--- src/rtl/lnk_pkg.sv ---
package lnk_pkg;
   typedef enum logic [1:0] {ST_IDLE, ST_HDR, ST_PAY, ST_FIN} lnk_st_e;
   localparam int          LEN_W       = 16;
   localparam int          HDR_BYTES   = 4;
   localparam logic [3:0]  CTRL_ACTIVE = 4'b0100;
endpackage

--- src/rtl/lnk_sync.sv ---
module lnk_sync #(
   parameter int W   = 1,
   parameter int STG = 2
) (
   input  logic         clk,
   input  logic         rst_n,
   input  logic [W-1:0] d,
   output logic [W-1:0] q
);
   if (STG < 2) begin : g_bad_stg
      $error("lnk_sync: STG must be at least 2");
   end

   logic [STG-1:0][W-1:0] pipe_q;

   always_ff @(posedge clk or negedge rst_n) begin
      if (!rst_n) pipe_q <= '0;
      else        pipe_q <= {pipe_q[STG-2:0], d};
   end

   assign q = pipe_q[STG-1];
endmodule

--- src/rtl/lnk_asm.sv ---
module lnk_asm (
   input  logic       clk,
   input  logic       rst_n,
   input  logic       clr,
   input  logic       byte_mode,
   input  logic       unit_v,
   input  logic [3:0] nib,
   input  logic [3:0] hi,
   output logic       byte_v,
   output logic [7:0] byte_d
);
   logic       half_q;
   logic [3:0] lo_q;

   always_ff @(posedge clk or negedge rst_n) begin
      if (!rst_n) begin
         half_q <= 1'b0;
         lo_q   <= '0;
      end else if (clr) begin
         half_q <= 1'b0;
      end else if (unit_v && !byte_mode) begin
         half_q <= ~half_q;
         if (!half_q) lo_q <= nib;
      end
   end

   assign byte_v = unit_v && (byte_mode || half_q);
   assign byte_d = byte_mode ? {hi, nib} : {nib, lo_q};

   AST_BYTE_NO_HALF: assert property (@(posedge clk) disable iff (!rst_n)
      (byte_mode && !clr) |-> !half_q);
endmodule

--- src/rtl/lnk_rx.sv ---
module lnk_rx
   import lnk_pkg::*;
#(
   parameter int SYNC_STG = 2,
   parameter int TMO_CYC  = 100000
) (
   input  logic       clk,
   input  logic       rst_n,
   input  logic       cfg_byte_mode,
   input  logic [4:0] stat_in,
   input  logic [3:0] ctrl_in,
   output logic [7:0] data_out,
   output logic [3:0] ctrl_out,
   output logic       pay_valid,
   output logic [7:0] pay_data,
   output logic       pay_last,
   output logic       rx_err
);
   localparam int TMO_W = $clog2(TMO_CYC);

   if (TMO_CYC < 16) begin : g_bad_tmo
      $error("lnk_rx: TMO_CYC must be at least 16");
   end

   logic [8:0] sin_q;
   lnk_sync #(.W(9), .STG(SYNC_STG)) u_sync (
      .clk(clk), .rst_n(rst_n), .d({ctrl_in, stat_in}), .q(sin_q));

   logic       s_strb;
   logic [3:0] s_nib, s_hi;
   assign s_strb = sin_q[3];
   assign s_nib  = {~sin_q[4], sin_q[2:0]};
   assign s_hi   = sin_q[8:5];

   lnk_st_e                st_q;
   logic                   strb_d, last_q, ack_q, mode_q;
   logic [1:0]             hcnt_q;
   logic [3:0][7:0]        hdr_q;
   logic [LEN_W-1:0]       rem_q;
   logic [TMO_W-1:0]       tmo_q;

   logic                   active, wake, unit_new, tmo_hit, byte_v, hdr_ok;
   logic [7:0]             byte_d;
   logic [LEN_W-1:0]       hdr_len, hdr_inv;

   assign active   = (st_q != ST_IDLE);
   assign wake     = (st_q == ST_IDLE) && s_strb && !strb_d;
   assign unit_new = ((st_q == ST_HDR) || (st_q == ST_PAY)) && (s_strb != last_q);
   assign tmo_hit  = active && !unit_new && (tmo_q == TMO_W'(TMO_CYC - 1));
   assign hdr_len  = {hdr_q[1], hdr_q[0]};
   assign hdr_inv  = ~{byte_d, hdr_q[2]};
   assign hdr_ok   = (hdr_len == hdr_inv);

   lnk_asm u_asm (
      .clk(clk), .rst_n(rst_n), .clr(wake), .byte_mode(mode_q),
      .unit_v(unit_new), .nib(s_nib), .hi(s_hi),
      .byte_v(byte_v), .byte_d(byte_d));

   always_ff @(posedge clk or negedge rst_n) begin
      if (!rst_n) begin
         st_q      <= ST_IDLE;
         strb_d    <= 1'b0;
         last_q    <= 1'b0;
         ack_q     <= 1'b0;
         mode_q    <= 1'b0;
         hcnt_q    <= '0;
         hdr_q     <= '0;
         rem_q     <= '0;
         tmo_q     <= '0;
         pay_valid <= 1'b0;
         pay_data  <= '0;
         pay_last  <= 1'b0;
         rx_err    <= 1'b0;
      end else begin
         strb_d    <= s_strb;
         pay_valid <= 1'b0;
         pay_last  <= 1'b0;
         rx_err    <= 1'b0;
         tmo_q     <= (active && !unit_new && !tmo_hit) ? tmo_q + 1'b1 : '0;
         if (unit_new) begin
            last_q <= s_strb;
            ack_q  <= ~ack_q;
         end
         unique case (st_q)
            ST_IDLE: if (wake) begin
               st_q   <= ST_HDR;
               mode_q <= cfg_byte_mode;
               ack_q  <= 1'b1;
               last_q <= 1'b1;
               hcnt_q <= '0;
            end
            ST_HDR: if (byte_v) begin
               hdr_q[hcnt_q] <= byte_d;
               hcnt_q        <= hcnt_q + 1'b1;
               if (hcnt_q == 2'(HDR_BYTES - 1)) begin
                  if (hdr_ok) begin
                     rem_q <= hdr_len;
                     st_q  <= (hdr_len == '0) ? ST_FIN : ST_PAY;
                  end else begin
                     st_q   <= ST_IDLE;
                     ack_q  <= 1'b0;
                     rx_err <= 1'b1;
                  end
               end
            end
            ST_PAY: if (byte_v) begin
               pay_valid <= 1'b1;
               pay_data  <= byte_d;
               pay_last  <= (rem_q == LEN_W'(1));
               rem_q     <= rem_q - 1'b1;
               if (rem_q == LEN_W'(1)) st_q <= ST_FIN;
            end
            ST_FIN: if (!s_strb) begin
               st_q  <= ST_IDLE;
               ack_q <= 1'b0;
            end
            default: st_q <= ST_IDLE;
         endcase
         if (tmo_hit) begin
            st_q   <= ST_IDLE;
            ack_q  <= 1'b0;
            rx_err <= 1'b1;
         end
      end
   end

   assign data_out = {4'b0000, ack_q, 2'b00, active & mode_q};
   assign ctrl_out = active ? CTRL_ACTIVE : 4'b0000;

   AST_ACK_ON_UNIT: assert property (@(posedge clk) disable iff (!rst_n)
      (active && $past(active) && !$stable(ack_q)) |-> $past(unit_new));
   AST_IDLE_NO_PAY: assert property (@(posedge clk) disable iff (!rst_n)
      (st_q == ST_IDLE) |-> !pay_valid);
   AST_LAST_WITH_VALID: assert property (@(posedge clk) disable iff (!rst_n)
      pay_last |-> pay_valid);
   AST_ERR_RELEASES: assert property (@(posedge clk) disable iff (!rst_n)
      rx_err |-> (st_q == ST_IDLE && !ack_q));
   AST_TMO_BOUND: assert property (@(posedge clk) disable iff (!rst_n)
      tmo_q <= TMO_W'(TMO_CYC - 1));
   AST_FIN_HOLDS: assert property (@(posedge clk) disable iff (!rst_n)
      (st_q == ST_FIN && s_strb) |=> $stable(ack_q));
endmodule

--- config.mk ---
export PLATFORM = sky130hd
export DESIGN_NAME = lnk_rx
export DESIGN_NICKNAME = d
export VERILOG_FILES = /design/src/rtl/lnk_pkg.sv /design/src/rtl/lnk_sync.sv /design/src/rtl/lnk_asm.sv /design/src/rtl/lnk_rx.sv
export SDC_FILE = /design/constraint.sdc
export NUM_CORES = 1
export LEC_CHECK = 0
export BUFFER_PORTS_ARGS = -buffer_cell sky130_fd_sc_hd__buf_2
export CAP_MARGIN = 20
export CORE_MARGIN = 2
export CORE_UTILIZATION = 34
export DETAILED_ROUTE_END_ITERATION = 7
export PLACE_DENSITY = 0.49
export SLEW_MARGIN = 20
export SYNTH_ARGS = -nofsm -noshare
export SYNTH_HDL_FRONTEND = slang
export SYNTH_SLANG_ARGS = --single-unit
--- constraint.sdc ---
create_clock -name clk -period 3.4 [get_ports clk]
set_input_delay 0.68 -clock clk [delete_from_list [all_inputs] [get_ports clk]]
set_output_delay 0.68 -clock clk [all_outputs]
set_load 0.05 [all_outputs]
==> impl_metrics.yaml <==
logic_synthesis:
  synth.yosys.seq_area_share: 0.4952
  post-synth-top-area-fraction: 0.4952
  synth_edf_count: 0
  async_flop_share: 1.000
  ys.flop_type: "dfrtp_1"
  synth-seq-cells: 99
  synth_area_sq_um: 5002
  ys_warn_count: 0
  yosys-top-cells-count: "dfrtp_1, nand2_1, o21ai_0"
  synth.distinct_cells: 55
  synth_area_leader_cell: "dfrtp_1"
  postSynthCellCount: 505
  synth_area_leaders: "dfrtp_1, nand2_1, o21ai_0"
  synth.most_common_cell: "dfrtp_1"
  avgSynthCellArea_sq_um: 9.906
clock_tree:
  clkSinkCount: 99
  insertion_delay_ns: 0.35
  cts_buffers: 9
  cts_max_level: 3
  ctsResizeCount: 0
  cts_tree: "done"
  cts_setup_buffers: 0
  hold_buffers: 0
  clock_path_buffers: 2
  clk_pin_slew_ns: 0.07
  root_buffer: "clkbuf_16"
detailed_routing:
  drcViolationCount: 0
  avgRoutedWirePerCell_um: 15.58
  drtPass1Iterations: 5
  viasPerCell: 4.975
  antenna_left: 0
  vias: 3562
  wl_um: 11160
  dr.first_iter.drc_count: 183
sta:
  clock_skew_ns: 0.004330
  maxSlewViolCount: 0
  grt_setup_unrepaired: "no"
  worst_slack_ns: 0.6996
  hold_slack_ns: 0.3494
  tightest_slew_ns: 0.7870
  tns_ns: 0
  finalCritPeriodShare: 0.7942
  max-slew-margin-rel: 0.4753
  fmax_mhz: 370.3
  hold_viol: 0
  setup_viol: 0
  period_needed_ns: 2.700
hold_path:
  holdCritPathClass: "reg2reg"
worst_setup_path:
  crit_fanout: 8
  crit_path_cell_trace: "inv_1 > ha_1 > o21ai_2 > nor3_1 > nand4b_1 > nor4_4 > nand2b_1 > o22ai_1 > a21oi_1"
  crit_arrival_ns: 2.92
  endpoint_kind: "flop"
  crit_required_ns: 3.62
  max_stage_delay_ns: 0.45
  cp_slowest_cell: "dfrtp_1"
  critPathLaunchType: "flop"
  crit_type: "reg2reg"
placed_design:
  gp_congestion: 0.8114
  placed_cells: 700
  place_ws_ns: 0.7206
  place_area_sq_um: 5261
  portBuffers: 25
  hpwl_um: 8172
floorplan:
  die_w_um: 125.3
  num_rows: 44
  io_pins: 35
  die_h_um: 125.3
  start_util: 0.3455
  die_area_sq_um: 15700
  fp.coreArea_sq_um: 14480
cells_and_area:
  fillers: 1471
  nets: 551
  design_area_sq_um: 5559
  multi_input_area_sq_um: 2327
  ff_latch_area_sq_um: 2477
  antenna_cells: 0
  area_growth_pct: 11.13
  drive_gt1_frac: 0.1335
  final_cells: 716
  final_core_util: 0.3839
pwr:
  vdd_drop_max_uv: 268.4
  p_leak_nw: 2.465
  finalPower_mw: 3.791
  p_per_area_nw_per_um2: 681.9
outcome:
  status: "completed"
global_routing:
  grt_pass1_wl_um: 19400
  antenna_found_initial: 0
  grt_pass1_vias: 3686
  gr-usage-all-layers: 0.1555
  grt_max_degree: 60
  grt_overflow_total: 0
flow_run:
  cap_viol_max_count: 0
-- sequential cells by signal (all words and copies together), names as in the netlist, 2 cells and up --
| register | flops |
|---|---|
| tmo_q | 17 |
| hdr_len | 16 |
| rem_q | 16 |
| u_sync.pipe_q | 9 |
| u_sync.q | 9 |
| hdr_q | 8 |
| pay_data | 8 |
| u_asm.lo_q | 4 |
| hcnt_q | 2 |
| st_q | 2 |
-- per-layer routing --
metal / vias to the layer above / routed length, um / GRT usage / part of all wire
met4: 0 / 115 / 0.06275 / 0.010
met3: 6 / 318 / 0.02439 / 0.028
met2: 52 / 5318 / 0.2452 / 0.48
met5: - / 0 / 0 / 0
met1: 1724 / 5406 / 0.2150 / 0.48
li1: 1780 / - / - / -
-- power breakdown --
group	total (mW)	switching, mW	internal [mW]
sequential	1.64	0.251	1.39
clock	1.01	0.467	0.547
combinational	1.14	0.694	0.445
total	3.79	1.41	2.38
-- path summary, 6_finish.rpt --
check,depth (start not counted),startpoint,slack (ns),to
max in group asynchronous,2,rst_n,2.29,u_asm.lo_q[2]$_DFFE_PN0P_
hold reg to reg,0,u_sync.pipe_q[3]$_DFF_PN0_,0.35,u_sync.q[3]$_DFF_PN0_
min in group asynchronous,1,rst_n,0.42,rem_q[0]$_DFFE_PN0P_
hold / removal,0,u_sync.pipe_q[3]$_DFF_PN0_,0.35,u_sync.q[3]$_DFF_PN0_
setup / recovery,9,st_q[0]$_DFFE_PN0P_,0.70,rem_q[10]$_DFFE_PN0P_
setup reg to reg,9,st_q[0]$_DFFE_PN0P_,0.70,rem_q[10]$_DFFE_PN0P_
-- cell usage in the layout, fill, tap and decap left out, types with 9 or more instances in the layout --
cell	Yosys	layout
xnor2_1	19	19
o21ai_0	47	47
dfrtp_1	99	99
nor2_1	42	42
mux2_2	10	10
nand2_1	67	67
a21oi_1	19	19
buf_2	1	24
nor3_1	9	9
clkbuf_16	0	9
nand3_1	19	19
xor2_1	16	16
inv_1	11	11
conb_1	1	9
ha_1	12	12
mux2i_1	16	16
nor4_1	10	10
-- final cells by class --
| type | count | area share |
|---|---|---|
| Sequential cell | 99 | 0.4456 |
| Multi-Input combinational cell | 375 | 0.4186 |
| Clock inverter | 5 | 0.008103 |
| Tap cell | 184 | 0.04141 |
| Timing Repair Buffer | 31 | 0.03331 |
| Clock buffer | 11 | 0.04546 |
| Inverter | 11 | 0.007427 |
-- logic make-up (layout without fill, tap and decap cells) --
kind of cell	count (synthesis)	after routing	share of synthesized area
adders and majority gates	12	12	0.03001
muxes	26	26	0.05453
xor gates and xnor gates	35	35	0.06128
buffers and inverters	39	58	0.04552
DFF	99	99	0.4952
other	1	9	0.0007497
and+or+nand+nor	201	201	0.2071
AOI/OAI and AO/OA	92	92	0.1056
-- worst max-delay path: cells and delay by family (launching register included) --
| kind | cells | cell delay [ns] |
|---|---|---|
| and+or+nand+nor | 4 | 1.22 |
| DFF | 1 | 0.45 |
| AOI/OAI and AO/OA | 3 | 0.39 |
| adders and majority gates | 1 | 0.38 |
| buffers and inverters | 1 | 0.13 |
Power figures use the tool's default switching activity.
